File: src/rtl/sccd_pkg.sv
// Package: shared constants and helpers for the card clock divider.
// Assumes divisors are unsigned and at most 6 bits wide by default.
package sccd_pkg;
    localparam int unsigned DEF_DIV_W  = 6;
    localparam int unsigned DEF_REG_W  = 8;
    localparam int unsigned DEF_NUM_CH = 2;
    localparam int unsigned DEF_RST_DIV = 12;
endpackage

File: src/rtl/sccd_div_reg.sv
// Module: holding register for one channel's divisor.
// Captures the low DIV_W bits of a write and presents them, zero-extended,
// as the readback field. Assumes wr_stb is already decoded for this channel.
module sccd_div_reg #(
    parameter int unsigned DIV_W   = 6,
    parameter int unsigned REG_W   = 8,
    parameter int unsigned RST_DIV = 12
) (
    input  logic             clk,
    input  logic             rst_n,
    input  logic             wr_stb,
    input  logic [DIV_W-1:0] wr_div,
    output logic [DIV_W-1:0] hold_q,
    output logic [REG_W-1:0] rd_data
);
    localparam int unsigned PAD_W = REG_W - DIV_W;

    // Purpose: store the most recently written divisor.
    always_ff @(posedge clk) begin
        if (!rst_n)      hold_q <= DIV_W'(RST_DIV);
        else if (wr_stb) hold_q <= wr_div;
    end

    // Purpose: readback with the unused upper bits forced to zero.
    always_comb rd_data = {{PAD_W{1'b0}}, hold_q};


    hold_write_chk: assert property (@(posedge clk) disable iff (!rst_n)
        wr_stb |=> hold_q == $past(wr_div));


    hold_idle_chk: assert property (@(posedge clk) disable iff (!rst_n)
        !wr_stb |=> $stable(hold_q));
endmodule

File: src/rtl/sccd_prescaler.sv
// Module: programmable prescaler for one channel.
// Counts 0..eff and wraps, where eff is the active divisor, with zero raised
// to one. The held divisor becomes active only on a wrap. Gives a
// combinational wrap flag and a registered one-cycle tick.
module sccd_prescaler #(
    parameter int unsigned DIV_W   = 6,
    parameter int unsigned RST_DIV = 12
) (
    input  logic             clk,
    input  logic             rst_n,
    input  logic [DIV_W-1:0] hold_div,
    output logic             wrap,
    output logic             tick_q
);
    logic [DIV_W-1:0] cnt_q;
    logic [DIV_W-1:0] act_q;
    logic [DIV_W-1:0] eff;

    // Purpose: clamp a zero divisor to one.
    always_comb eff = (act_q == '0) ? DIV_W'(1) : act_q;

    // Purpose: detect the terminal count.
    always_comb wrap = (cnt_q == eff);

    // Purpose: advance the counter; load the new ratio only on a wrap.
    always_ff @(posedge clk) begin
        if (!rst_n) begin
            cnt_q <= '0;
            act_q <= DIV_W'(RST_DIV);
        end else if (wrap) begin
            cnt_q <= '0;
            act_q <= hold_div;
        end else begin
            cnt_q <= cnt_q + 1'b1;
        end
    end

    // Purpose: register the terminal count as the ETU enable pulse.
    always_ff @(posedge clk) begin
        if (!rst_n) tick_q <= 1'b0;
        else        tick_q <= wrap;
    end


    cnt_bound_chk: assert property (@(posedge clk) disable iff (!rst_n)
        cnt_q <= eff);


    ratio_hold_chk: assert property (@(posedge clk) disable iff (!rst_n)
        !$past(wrap) |-> act_q == $past(act_q));


    tick_single_chk: assert property (@(posedge clk) disable iff (!rst_n)
        tick_q |=> !tick_q);
endmodule

File: src/rtl/sccd_toggle.sv
// Module: divide-by-two stage.
// Flips a registered level once per advance pulse from the prescaler.
// Assumes the advance pulses are never in back-to-back cycles.
module sccd_toggle (
    input  logic clk,
    input  logic rst_n,
    input  logic adv,
    output logic lvl_q
);
    // Purpose: toggle the card clock level on each terminal count.
    always_ff @(posedge clk) begin
        if (!rst_n)   lvl_q <= 1'b0;
        else if (adv) lvl_q <= ~lvl_q;
    end


    lvl_steady_chk: assert property (@(posedge clk) disable iff (!rst_n)
        !adv |=> $stable(lvl_q));
endmodule

File: src/rtl/sccd_clkgen.sv
// Module: top of the two-channel card clock divider.
// Decodes divisor writes per channel and instantiates one holding register,
// one prescaler and one toggle stage for each channel. All outputs are
// registered in the master clock domain.
module sccd_clkgen #(
    parameter int unsigned NUM_CH  = sccd_pkg::DEF_NUM_CH,
    parameter int unsigned DIV_W   = sccd_pkg::DEF_DIV_W,
    parameter int unsigned REG_W   = sccd_pkg::DEF_REG_W,
    parameter int unsigned RST_DIV = sccd_pkg::DEF_RST_DIV,
    localparam int unsigned SEL_W  = (NUM_CH > 1) ? $clog2(NUM_CH) : 1
) (
    input  logic                    clk,
    input  logic                    rst_n,
    input  logic                    wr_en,
    input  logic [SEL_W-1:0]        wr_sel,
    input  logic [REG_W-1:0]        wr_data,
    output logic [NUM_CH*REG_W-1:0] div_rd,
    output logic [NUM_CH-1:0]       etu_tick,
    output logic [NUM_CH-1:0]       card_clk
);
    logic unused_hi_bits;
    assign unused_hi_bits = ^wr_data[REG_W-1:DIV_W];

    for (genvar c = 0; c < NUM_CH; c++) begin : g_ch
        localparam logic [SEL_W-1:0] CH_ID = SEL_W'(c);
        logic             stb;
        logic [DIV_W-1:0] hold;
        logic             wrap;

        // Purpose: route a write to this channel only.
        always_comb stb = wr_en && (wr_sel == CH_ID);

        sccd_div_reg #(.DIV_W(DIV_W), .REG_W(REG_W), .RST_DIV(RST_DIV)) u_reg (
            .clk(clk), .rst_n(rst_n), .wr_stb(stb), .wr_div(wr_data[DIV_W-1:0]),
            .hold_q(hold), .rd_data(div_rd[c*REG_W +: REG_W]));

        sccd_prescaler #(.DIV_W(DIV_W), .RST_DIV(RST_DIV)) u_pre (
            .clk(clk), .rst_n(rst_n), .hold_div(hold),
            .wrap(wrap), .tick_q(etu_tick[c]));

        sccd_toggle u_tgl (
            .clk(clk), .rst_n(rst_n), .adv(wrap), .lvl_q(card_clk[c]));


        tick_edge_chk: assert property (@(posedge clk) disable iff (!rst_n)
            (card_clk[c] != $past(card_clk[c])) == etu_tick[c]);


        wr_readback_chk: assert property (@(posedge clk) disable iff (!rst_n)
            (wr_en && wr_sel == CH_ID) |=>
            div_rd[c*REG_W +: REG_W] == {{(REG_W-DIV_W){1'b0}}, $past(wr_data[DIV_W-1:0])});


        other_ch_chk: assert property (@(posedge clk) disable iff (!rst_n)
            !(wr_en && wr_sel == CH_ID) |=> $stable(div_rd[c*REG_W +: REG_W]));
    end
endmodule

File: config.mk
export PLATFORM = sky130hd
export DESIGN_NAME = sccd_clkgen
export DESIGN_NICKNAME = d
export VERILOG_FILES = /design/src/rtl/sccd_pkg.sv /design/src/rtl/sccd_div_reg.sv /design/src/rtl/sccd_prescaler.sv /design/src/rtl/sccd_toggle.sv /design/src/rtl/sccd_clkgen.sv
export SDC_FILE = /design/constraint.sdc
export NUM_CORES = 1
export LEC_CHECK = 0
export CORE_UTILIZATION = 45
export DETAILED_ROUTE_END_ITERATION = 6
export DONT_BUFFER_PORTS = 1
export GPL_TIMING_DRIVEN = 0
export PLACE_DENSITY_LB_ADDON = 0.3
export SYNTH_ARGS = -nofsm -noshare
export SYNTH_HDL_FRONTEND = slang
export SYNTH_HIERARCHICAL = 1
export SYNTH_SLANG_ARGS = --single-unit
export TNS_END_PERCENT = 5
File: constraint.sdc
create_clock -name clk -period 2.5 [get_ports clk]
set_clock_uncertainty 0.2 [all_clocks]
set_input_delay 0.5 -clock clk [delete_from_list [all_inputs] [get_ports clk]]
set_output_delay 0.5 -clock clk [all_outputs]
set_load 0.01 [all_outputs]
==> impl_metrics.toml, run 1 <==
[clock_network]
cts.reportedPaths.clkPinSlew_ns = 0.07
cts.repair.resized = 0
postCtsSetupBuffers = 0
htree_levels = 2
clock_latency_ns = 0.30
cts_tree = "done"
holdBufCountCts = 0
cts_root_buf = "clkbuf_8"
cts_max_path_buffers = 2
cts_buffers = 5
cts.sinks = 40

[setup_path]
startpoint_type = "flip-flop"
worstSetupEndpointType = "flip-flop"
critPathKind = "reg -> reg"
required_ns = 2.49
critPathArrivalTime_ns = 1.98
worstPathMaxFanout = 10

[finish]
nNetsFinal = 215
diodes = 0
drive_above_1_share_pct = 20.8
layout.cells.non_filler = 252
filler_cell_count = 392
area_growth_pct = 8.13
multi_input_area_sq_um = 990
register_area_sq_um = 801

[timing]
post-route-min-period_ns = 1.98
period_share_pct = 79.3
fmax_ghz = 0.504
maxSlewViolCount = 0
tns_ns = 0
rsz0062_at_grt = "no"
hold_viol_final = 0
setup_viol = 0

[synth]
ys_ff_latch = 40
syn_area_per_cell_sq_um = 10.3
synth.distinct_cells = 28
ys_warn_count = 6
syn_inst = 192
yosysSeqAreaShare_pct = 40.6
synthesis.area_sq_mm = 0.00197

[pwr]
switchingPower_mw = 0.282
p_int_mw = 0.936
power_density_mw_per_mm2 = 571
vdd_drop_max_mv = 0.358
p_sw_share_pct = 23.1
comb_power_share_pct = 8.5
p_clk_share_pct = 36.2
power.leakage_nw = 0.787
seqPwrFrac_pct = 55.3

[placement]
hpwl_mm = 2.58
gp_congestion = 0.824
dp_cells = 244
io_buffer_count = 0

[route]
first_pass_iters = 4
drc = 0
vias = 1239
wl_per_cell_um = 13.7
ant_nets = 0
wirelength_mm = 3.45
viasPerCell = 4.92
initialDrtViolationCount = 67

[floorplanning]
design.die.area_sq_mm = 0.00465
start_util_pct = 47.9
die_width_um = 68.2
rows = 23
core_sq_mm = 0.00412
die_h_um = 68.2
ios = 32

[grt]
grt_pass1_wl_mm = 5.82
met1_usage_pct = 21.2
grt.busiest_layer = "met2"
grt_usage_pct = 17.8
antenna_found_initial = 0
grt_overflow_total = 0
grt_util_met3_pct = 7.00
grt_pass1_vias = 1269
met2_usage_pct = 26.3
grt_start_max_net_pins = 17

[status]
status = "finished, final reports clean"

[job]
timing.max_cap.violations = 0

[hold_path]
hp-class = "in -> reg"
[kinds of logic after synthesis]
group | Yosys count | share of synthesized area, %
flip-flops | 40 | 40.6
AO/OA/AOI/OAI | 4 | 1.02
AND/OR/NAND/NOR | 72 | 25.1
other | 2 | 0.381
adder cells (fa/ha/maj) | 2 | 1.27
buffers and inverters | 26 | 9.52
XOR/XNOR | 20 | 8.89
multiplexers | 26 | 13.2
[synthesized netlist by cell type, drive strengths merged]
cell,number,share of area [%]
nand2b,2,0.63
clkbuf,4,0.76
a21oi,2,0.51
and3b,2,1.0
inv,2,0.38
and2b,3,1.2
nor3b,10,5.8
conb,2,0.38
mux2i,26,13
xor2,6,2.7
nor2b,14,4.4
nor4,2,2.2
or3,2,0.63
xnor2,14,6.2
o21ai,2,0.51
nand3,6,1.5
and3,2,0.63
nand2,20,3.8
ha,2,1.3
nor3,4,1.5
dfxtp,40,41
and2,5,1.7
buf,20,8.4
[layout by cell type (no fill, tap or decap)]
cell type | netlist | layout
and2_1 | 4 | 4
nand3_1 | 6 | 6
o21ai_0 | 2 | 2
nor3b_1 | 2 | 2
xor2_1 | 6 | 6
clkbuf_1 | 4 | 6
nor3_1 | 2 | 2
ha_1 | 2 | 2
conb_1 | 2 | 4
buf_6 | 4 | 4
clkbuf_8 | 0 | 6
nor2b_1 | 14 | 14
and2b_2 | 1 | 1
dfxtp_1 | 40 | 40
nand2_1 | 20 | 20
xnor2_1 | 14 | 14
nor4_4 | 2 | 2
inv_1 | 2 | 2
nor3_2 | 2 | 2
a21oi_1 | 2 | 2
buf_4 | 16 | 16
and3_1 | 2 | 2
and3b_2 | 2 | 2
mux2i_1 | 26 | 26
or3_1 | 2 | 2
nor3b_2 | 8 | 8
and2_2 | 1 | 1
and2b_1 | 2 | 2
nand2b_1 | 2 | 2
[final timing paths]
kind / startpoint / end / slack [ns] / cells after the start
max: g_ch[0].u_pre/cnt_q[3]$_SDFF_PP0_ / g_ch[0].u_tgl/lvl_q$_SDFFE_PN0P_ / 0.52 / 6
max reg2reg: g_ch[0].u_pre/cnt_q[3]$_SDFF_PP0_ / g_ch[0].u_tgl/lvl_q$_SDFFE_PN0P_ / 0.52 / 6
min: rst_n / g_ch[0].u_reg/hold_q[2]$_SDFFE_PN1P_ / 0.06 / 1
min reg2reg: g_ch[0].u_reg/hold_q[5]$_SDFFE_PN0P_ / g_ch[0].u_pre/act_q[5]$_SDFFE_PN0N_ / 0.28 / 2
[registers in the layout, indices dropped and copies added, names as in the netlist]
register and count:
g_ch.u_pre/tick_q 2, g_ch.u_reg/hold_q 12, g_ch.u_pre/act_q 12, g_ch.u_tgl/lvl_q 2, g_ch.u_pre/cnt_q 12
[power groups by stage]
stage	clock [mW]	sequential, mW	combinational (mW)
detailed placement	0	0.688	0.104
global placement	0	0.687	0.0996
CTS	0.453	0.673	0.104
global route	0.485	0.677	0.115
floorplan	0	0.683	0.0920
finish	0.440	0.673	0.103
[worst max-delay path, cell delays in order, from the launching register on]
cell and delay [ns]:
dfxtp_1 0.44, xnor2_1 0.16, a21oi_1 0.13, nor4_4 0.50, buf_6 0.23, xor2_1 0.07, and2_1 0.15
[through the flow]
stage	instance area (sq um)	hold slack, ns	setup WS, ns	power, mW	util [%]
2_1_floorplan	1980	0.243	0.738	0.775	-
3_3_place_gp	2040	0.260	0.593	0.787	49.6
6_report	2130	0.0621	0.516	1.22	51.8
5_1_grt	2130	0.0463	0.398	1.28	51.8
3_5_place_dp	2040	0.264	0.521	0.792	49.6
4_1_cts	2130	0.0560	0.489	1.23	51.8
[routing by layer]
metal	routed length [um]	part of all wire [%]
met1	1590	46
met3	232	6.7
met4	82	2.4
met5	0	0
met2	1550	45
[cell type report]
cell class                      count  area share (%)
Multi-Input combinational cell    128            46.4
Clock buffer                        8            4.23
Tap cell                           50            2.94
Inverter                            2           0.352
Buffer                             24            8.46
Sequential cell                    40            37.6
(Power assumes the default switching activity.)
==> run 2, diff against run 1 <==
Clock period 2.5 ns to 1.85 ns, I/O delays scaled along.
==> run 2 against run 1 <==
Cell area increased by 7.8%. Core utilization increased by 4.0 points. Largest cell class unchanged. Clock power rose by 35%. Die area unchanged.
==> impl_metrics.toml, run 2 (synthesis gave the netlist of run 1 again) <==
[floorplanning]
die_h_um = 68.2
ios = 32
rows = 23
die_width_um = 68.2
core_sq_mm = 0.00412
design.die.area_sq_mm = 0.00465
start_util_pct = 47.9

[timing]
tns_ns = 0
hold_viol_final = 0
maxSlewViolCount = 0
post-route-min-period_ns = 1.80
setup_viol = 0
fmax_ghz = 0.556
rsz0062_at_grt = "yes"
period_share_pct = 97.2

[pwr]
power_density_mw_per_mm2 = 724
power.leakage_nw = 0.844
vdd_drop_max_mv = 0.473

[setup_path]
critPathBufInv = 1
slowest_delay_ns = 0.38
crit_chain = "or3_4, mux2i_2, nor4_4, buf_6, xor2_1, and2_1"
crit_cells = 6
worstSetupEndpointType = "flip-flop"
r2r_slack_ns = 0.05
critPathArrivalTime_ns = 1.79
cp_slowest_cell = "or3_4"
crit_family = "simple AND/OR/NAND/NOR gates"
ff2ff_path_depth = 6
worstPathMaxFanout = 7
required_ns = 1.84
startpoint_type = "flip-flop"
critPathKind = "reg -> reg"

[route]
ant_nets = 0
drc = 0
vias = 1309
first_pass_iters = 4
viasPerCell = 4.96
initialDrtViolationCount = 58
wirelength_mm = 3.82
wl_per_cell_um = 14.5

[clock_network]
clock_latency_ns = 0.30
htree_levels = 2
cts_max_path_buffers = 2
cts.reportedPaths.clkPinSlew_ns = 0.07
cts_root_buf = "clkbuf_8"
cts_buffers = 5
cts_tree = "done"
cts.sinks = 40

[grt]
grt_pass1_wl_mm = 6.05
grt_usage_pct = 18.6
grt_start_max_net_pins = 12
antenna_found_initial = 0
grt_overflow_total = 0
grt_pass1_vias = 1315

[finish]
multi_input_area_sq_mm = 0.00103
nNetsFinal = 227
filler_cell_count = 371
register_area_sq_um = 818
area_growth_pct = 16.5
fin_area_sq_mm = 0.00230
layout.cells.non_filler = 264
utilization_pct = 55.8
reg.largest.list = "g_ch.u_pre/act_q x12, g_ch.u_pre/cnt_q x12, g_ch.u_reg/hold_q x12"
final_cell_mix = "26 x dfxtp_1, 24 x mux2i_1, 21 x buf_4, 20 x nand2_1"
diodes = 0
drive_above_1_share_pct = 31.8
final_common_cell = "dfxtp_1"

[hold_path]
hp-class = "in -> reg"
holdPathStages = 1

[placement]
hpwl_mm = 2.58
gp_congestion = 0.824
dp_cells = 244
io_buffer_count = 0
placed_cell_area_sq_mm = 0.00204

[status]
status = "finished, final reports clean"

[job]
timing.max_cap.violations = 0
-- run 2: changes by cell type in the layout (fill, tap and decap cells not counted), sizes merged --
cell | before | now
dlygate4sd3 | 0 | 6
buf | 20 | 26
-- run 2: power by group --
group / internal [mW] / total [mW] / switching (mW) / leakage (nW)
logic: 0.0852 / 0.156 / 0.0705 / 0.469
clock network: 0.304 / 0.593 / 0.289 / 0.0455
registers: 0.886 / 0.913 / 0.0262 / 0.330
total: 1.28 / 1.66 / 0.386 / 0.844
-- run 2: path summary, 6_finish.rpt --
kind                                                        endpoint                            startpoint
worst min register to register   g_ch[0].u_pre/act_q[5]$_SDFFE_PN0N_  g_ch[0].u_reg/hold_q[5]$_SDFFE_PN0P_
worst max-delay path                g_ch[1].u_tgl/lvl_q$_SDFFE_PN0P_   g_ch[1].u_pre/act_q[3]$_SDFFE_PN1N_
worst min-delay path            g_ch[1].u_reg/hold_q[0]$_SDFFE_PN0P_                                 rst_n
worst max register to register      g_ch[1].u_tgl/lvl_q$_SDFFE_PN0P_   g_ch[1].u_pre/act_q[3]$_SDFFE_PN1N_
-- run 2: timing repair --
item                       CTS  global route
resized for setup            7            16
hold buffers                 6             0
gates cloned                 0             1
setup endpoints to repair   11            13
pin swaps                    2             3
setup buffers                1             4
hold endpoints to repair    12             0
-- run 2: area by class of cell --
type / instances / area share, %
Multi-Input combinational cell: 128 / 45.1
Timing Repair Buffer: 12 / 4.47
Inverter: 2 / 0.327
Sequential cell: 40 / 35.6
Clock buffer: 8 / 3.92
Tap cell: 50 / 2.72
Buffer: 24 / 7.85
-- run 2: through the flow --
stage	hold WS, ns	setup slack (ns)	power, mW
2_1_floorplan	0.232	0.0881	1.05
3_3_place_gp	0.235	-0.0572	1.06
3_5_place_dp	0.238	-0.129	1.07
4_1_cts	0.0196	-0.0661	1.67
5_1_grt	0.00744	-0.0216	1.74
6_report	0.0220	0.0524	1.66
-- run 2: per-layer routing --
metal | up-vias | wire length [um] | global-route usage, %
li1 | 655 | - | -
met1 | 614 | 1700 | 21.4
met2 | 32 | 1820 | 28.9
met3 | 8 | 225 | 6.83
met4 | 0 | 82 | 11.7
met5 | - | 0 | 0
-- run 2: worst register-to-register path, stage by stage, from the launching register on --
cell     delay [ns]
dfxtp_2        0.34
or3_4          0.38
mux2i_2        0.23
nor4_4         0.10
buf_6          0.15
xor2_1         0.13
and2_1         0.15
==> run 3, diff against run 2 <==
Settings changed: CORE_UTILIZATION 45 to 62.
==> run 3 against run 2 <==
Worst hold slack better by 0.19 ns. Global-route usage is 6.9 points higher. Critical path depth stayed put. Largest cell class unchanged. Routed wire length is 6.8% higher. Sequential share of layout area is 0.57 points lower. Clock-buffer cell count is 3 lower. Critical path type unchanged. Critical endpoint unchanged. Non-clock buffer count is 12 higher. Sequential power hardly changed. Total power is 8.4% lower. Core utilization is 21 points higher.
==> impl_metrics.toml, run 3 (synthesis gave the netlist of run 1 again) <==
[status]
status = "finished, final reports clean"

[timing]
hold_viol_final = 0
fmax_ghz = 0.555
setup_viol = 0
post-route-min-period_ns = 1.80
period_share_pct = 97.3
maxSlewViolCount = 0
rsz0062_at_grt = "yes"

[pwr]
power.leakage_nw = 0.903
power_density_mw_per_mm2 = 652
p_total_mw = 1.52
vdd_drop_max_mv = 0.674

[grt]
met2_usage_pct = 42.2
grt_start_max_net_pins = 17
grt_usage_pct = 25.4
antenna_found_initial = 0
grt_pass1_wl_mm = 6.41
grt_util_met3_pct = 6.15
met1_usage_pct = 31.5
grt.busiest_layer = "met2"
grt_overflow_total = 0
grt_pass1_vias = 1323

[finish]
register_area_sq_um = 818
drive_above_1_share_pct = 31.0
area_growth_pct = 18.4
filler_cell_count = 192
final_common_cell = "dfxtp_1"
multi_input_area_sq_mm = 0.00101
final_cell_mix = "28 x dfxtp_1, 25 x buf_4, 24 x mux2i_1, 20 x nand2_1"
reg.largest.list = "g_ch.u_pre/act_q x12, g_ch.u_pre/cnt_q x12, g_ch.u_reg/hold_q x12"
diodes = 0
layout.cells.non_filler = 270
nNetsFinal = 239

[hold_path]
hp-class = "in -> reg"

[clock_network]
cts_root_buf = "clkbuf_4"
cts_tree = "done"
cts.sinks = 40
cts.reportedPaths.clkPinSlew_ns = 0.13
htree_levels = 2
cts_max_path_buffers = 2
cts_buffers = 5
clock_latency_ns = 0.35

[floorplanning]
ios = 32
die_h_um = 58.4
core_sq_mm = 0.00303
design.die.area_sq_mm = 0.00341
start_util_pct = 65.1
die_width_um = 58.4
rows = 20

[setup_path]
critPathKind = "reg -> reg"
startpoint_type = "flip-flop"
worstSetupEndpointType = "flip-flop"
worstPathMaxFanout = 5
required_ns = 1.90
critPathArrivalTime_ns = 1.85

[placement]
gp_congestion = 0.841
io_buffer_count = 0
hpwl_mm = 2.51
dp_cells = 238

[route]
viasPerCell = 5.14
wl_per_cell_um = 15.1
ant_nets = 0
drc = 0
vias = 1389
wirelength_mm = 4.08
first_pass_iters = 4
initialDrtViolationCount = 30

[job]
timing.max_cap.violations = 0
run 3: cell types whose count changed in the layout (fill, tap and decap cells not counted), moves of 3 or more:
cell / before / now
clkbuf_4: 0 / 5
dfxtp_2: 14 / 11
clkbuf_8: 6 / 0
dlygate4sd3_1: 6 / 13
buf_4: 21 / 25
run 3: worst max-delay path, stage by stage, from the launching register on:
cell and delay (ns):
dfxtp_1 0.37, or3_1 0.40, mux2i_2 0.23, nor4_4 0.08
buf_6 0.15, xor2_1 0.13, and2_1 0.15
run 3: timing repair:
item,CTS,global route
setup buffers,1,8
endpoints found under the hold margin,14,2
endpoints found under the setup margin,6,16
pin swaps,1,4
hold buffers,12,1
cloned,0,2
resized for setup,0,17
run 3: final cells by class:
| class | count | share of cell area (%) |
|---|---|---|
| clock inverter | 3 | 0.804 |
| multi-input combinational | 128 | 43.2 |
| clock buffer | 5 | 1.61 |
| inverter | 2 | 0.322 |
| sequential | 40 | 35.1 |
| tap | 44 | 2.36 |
| buffer | 24 | 7.72 |
| timing repair buffer | 24 | 8.90 |
run 3: worst paths after layout:
| check | depth (start not counted) | from | to | slack, ns |
|---|---|---|---|---|
| setup / recovery | 6 | g_ch[1].u_pre/act_q[3]$_SDFFE_PN1N_ | g_ch[1].u_tgl/lvl_q$_SDFFE_PN0P_ | 0.05 |
| hold reg to reg | 1 | g_ch[0].u_pre/cnt_q[0]$_SDFF_PP0_ | g_ch[0].u_pre/cnt_q[0]$_SDFF_PP0_ | 0.29 |
| setup reg to reg | 6 | g_ch[1].u_pre/act_q[3]$_SDFFE_PN1N_ | g_ch[1].u_tgl/lvl_q$_SDFFE_PN0P_ | 0.05 |
| hold / removal | 2 | rst_n | g_ch[0].u_pre/cnt_q[0]$_SDFF_PP0_ | 0.21 |
run 3: power breakdown:
group / internal [mW] / switching (mW)
Sequential: 0.886 / 0.0264
Clock: 0.146 / 0.297
Combinational: 0.0924 / 0.0740
Total: 1.12 / 0.397
run 3: metal layers:
metal	vias up	part of all wire [%]
met3	5	4.6
li1	682	-
met2	37	50
met1	665	44
met4	0	1.2
met5	-	0
run 3: per-stage QoR:
step           hold slack, ns  TNS (ns)  cell area, sq um  utilization (%)  setup WS (ns)
6_report                0.209         0              2330             77.1         0.0495
5_1_grt                 0.204   -0.0856              2330             77.1        -0.0326
4_1_cts               -0.0658   -0.0574              2220             73.2        -0.0574
3_5_place_dp            0.236    -0.235              2030             67.1         -0.122
3_3_place_gp            0.234   -0.0661              2030             67.1        -0.0413
2_1_floorplan           0.232         0              1980                -         0.0881
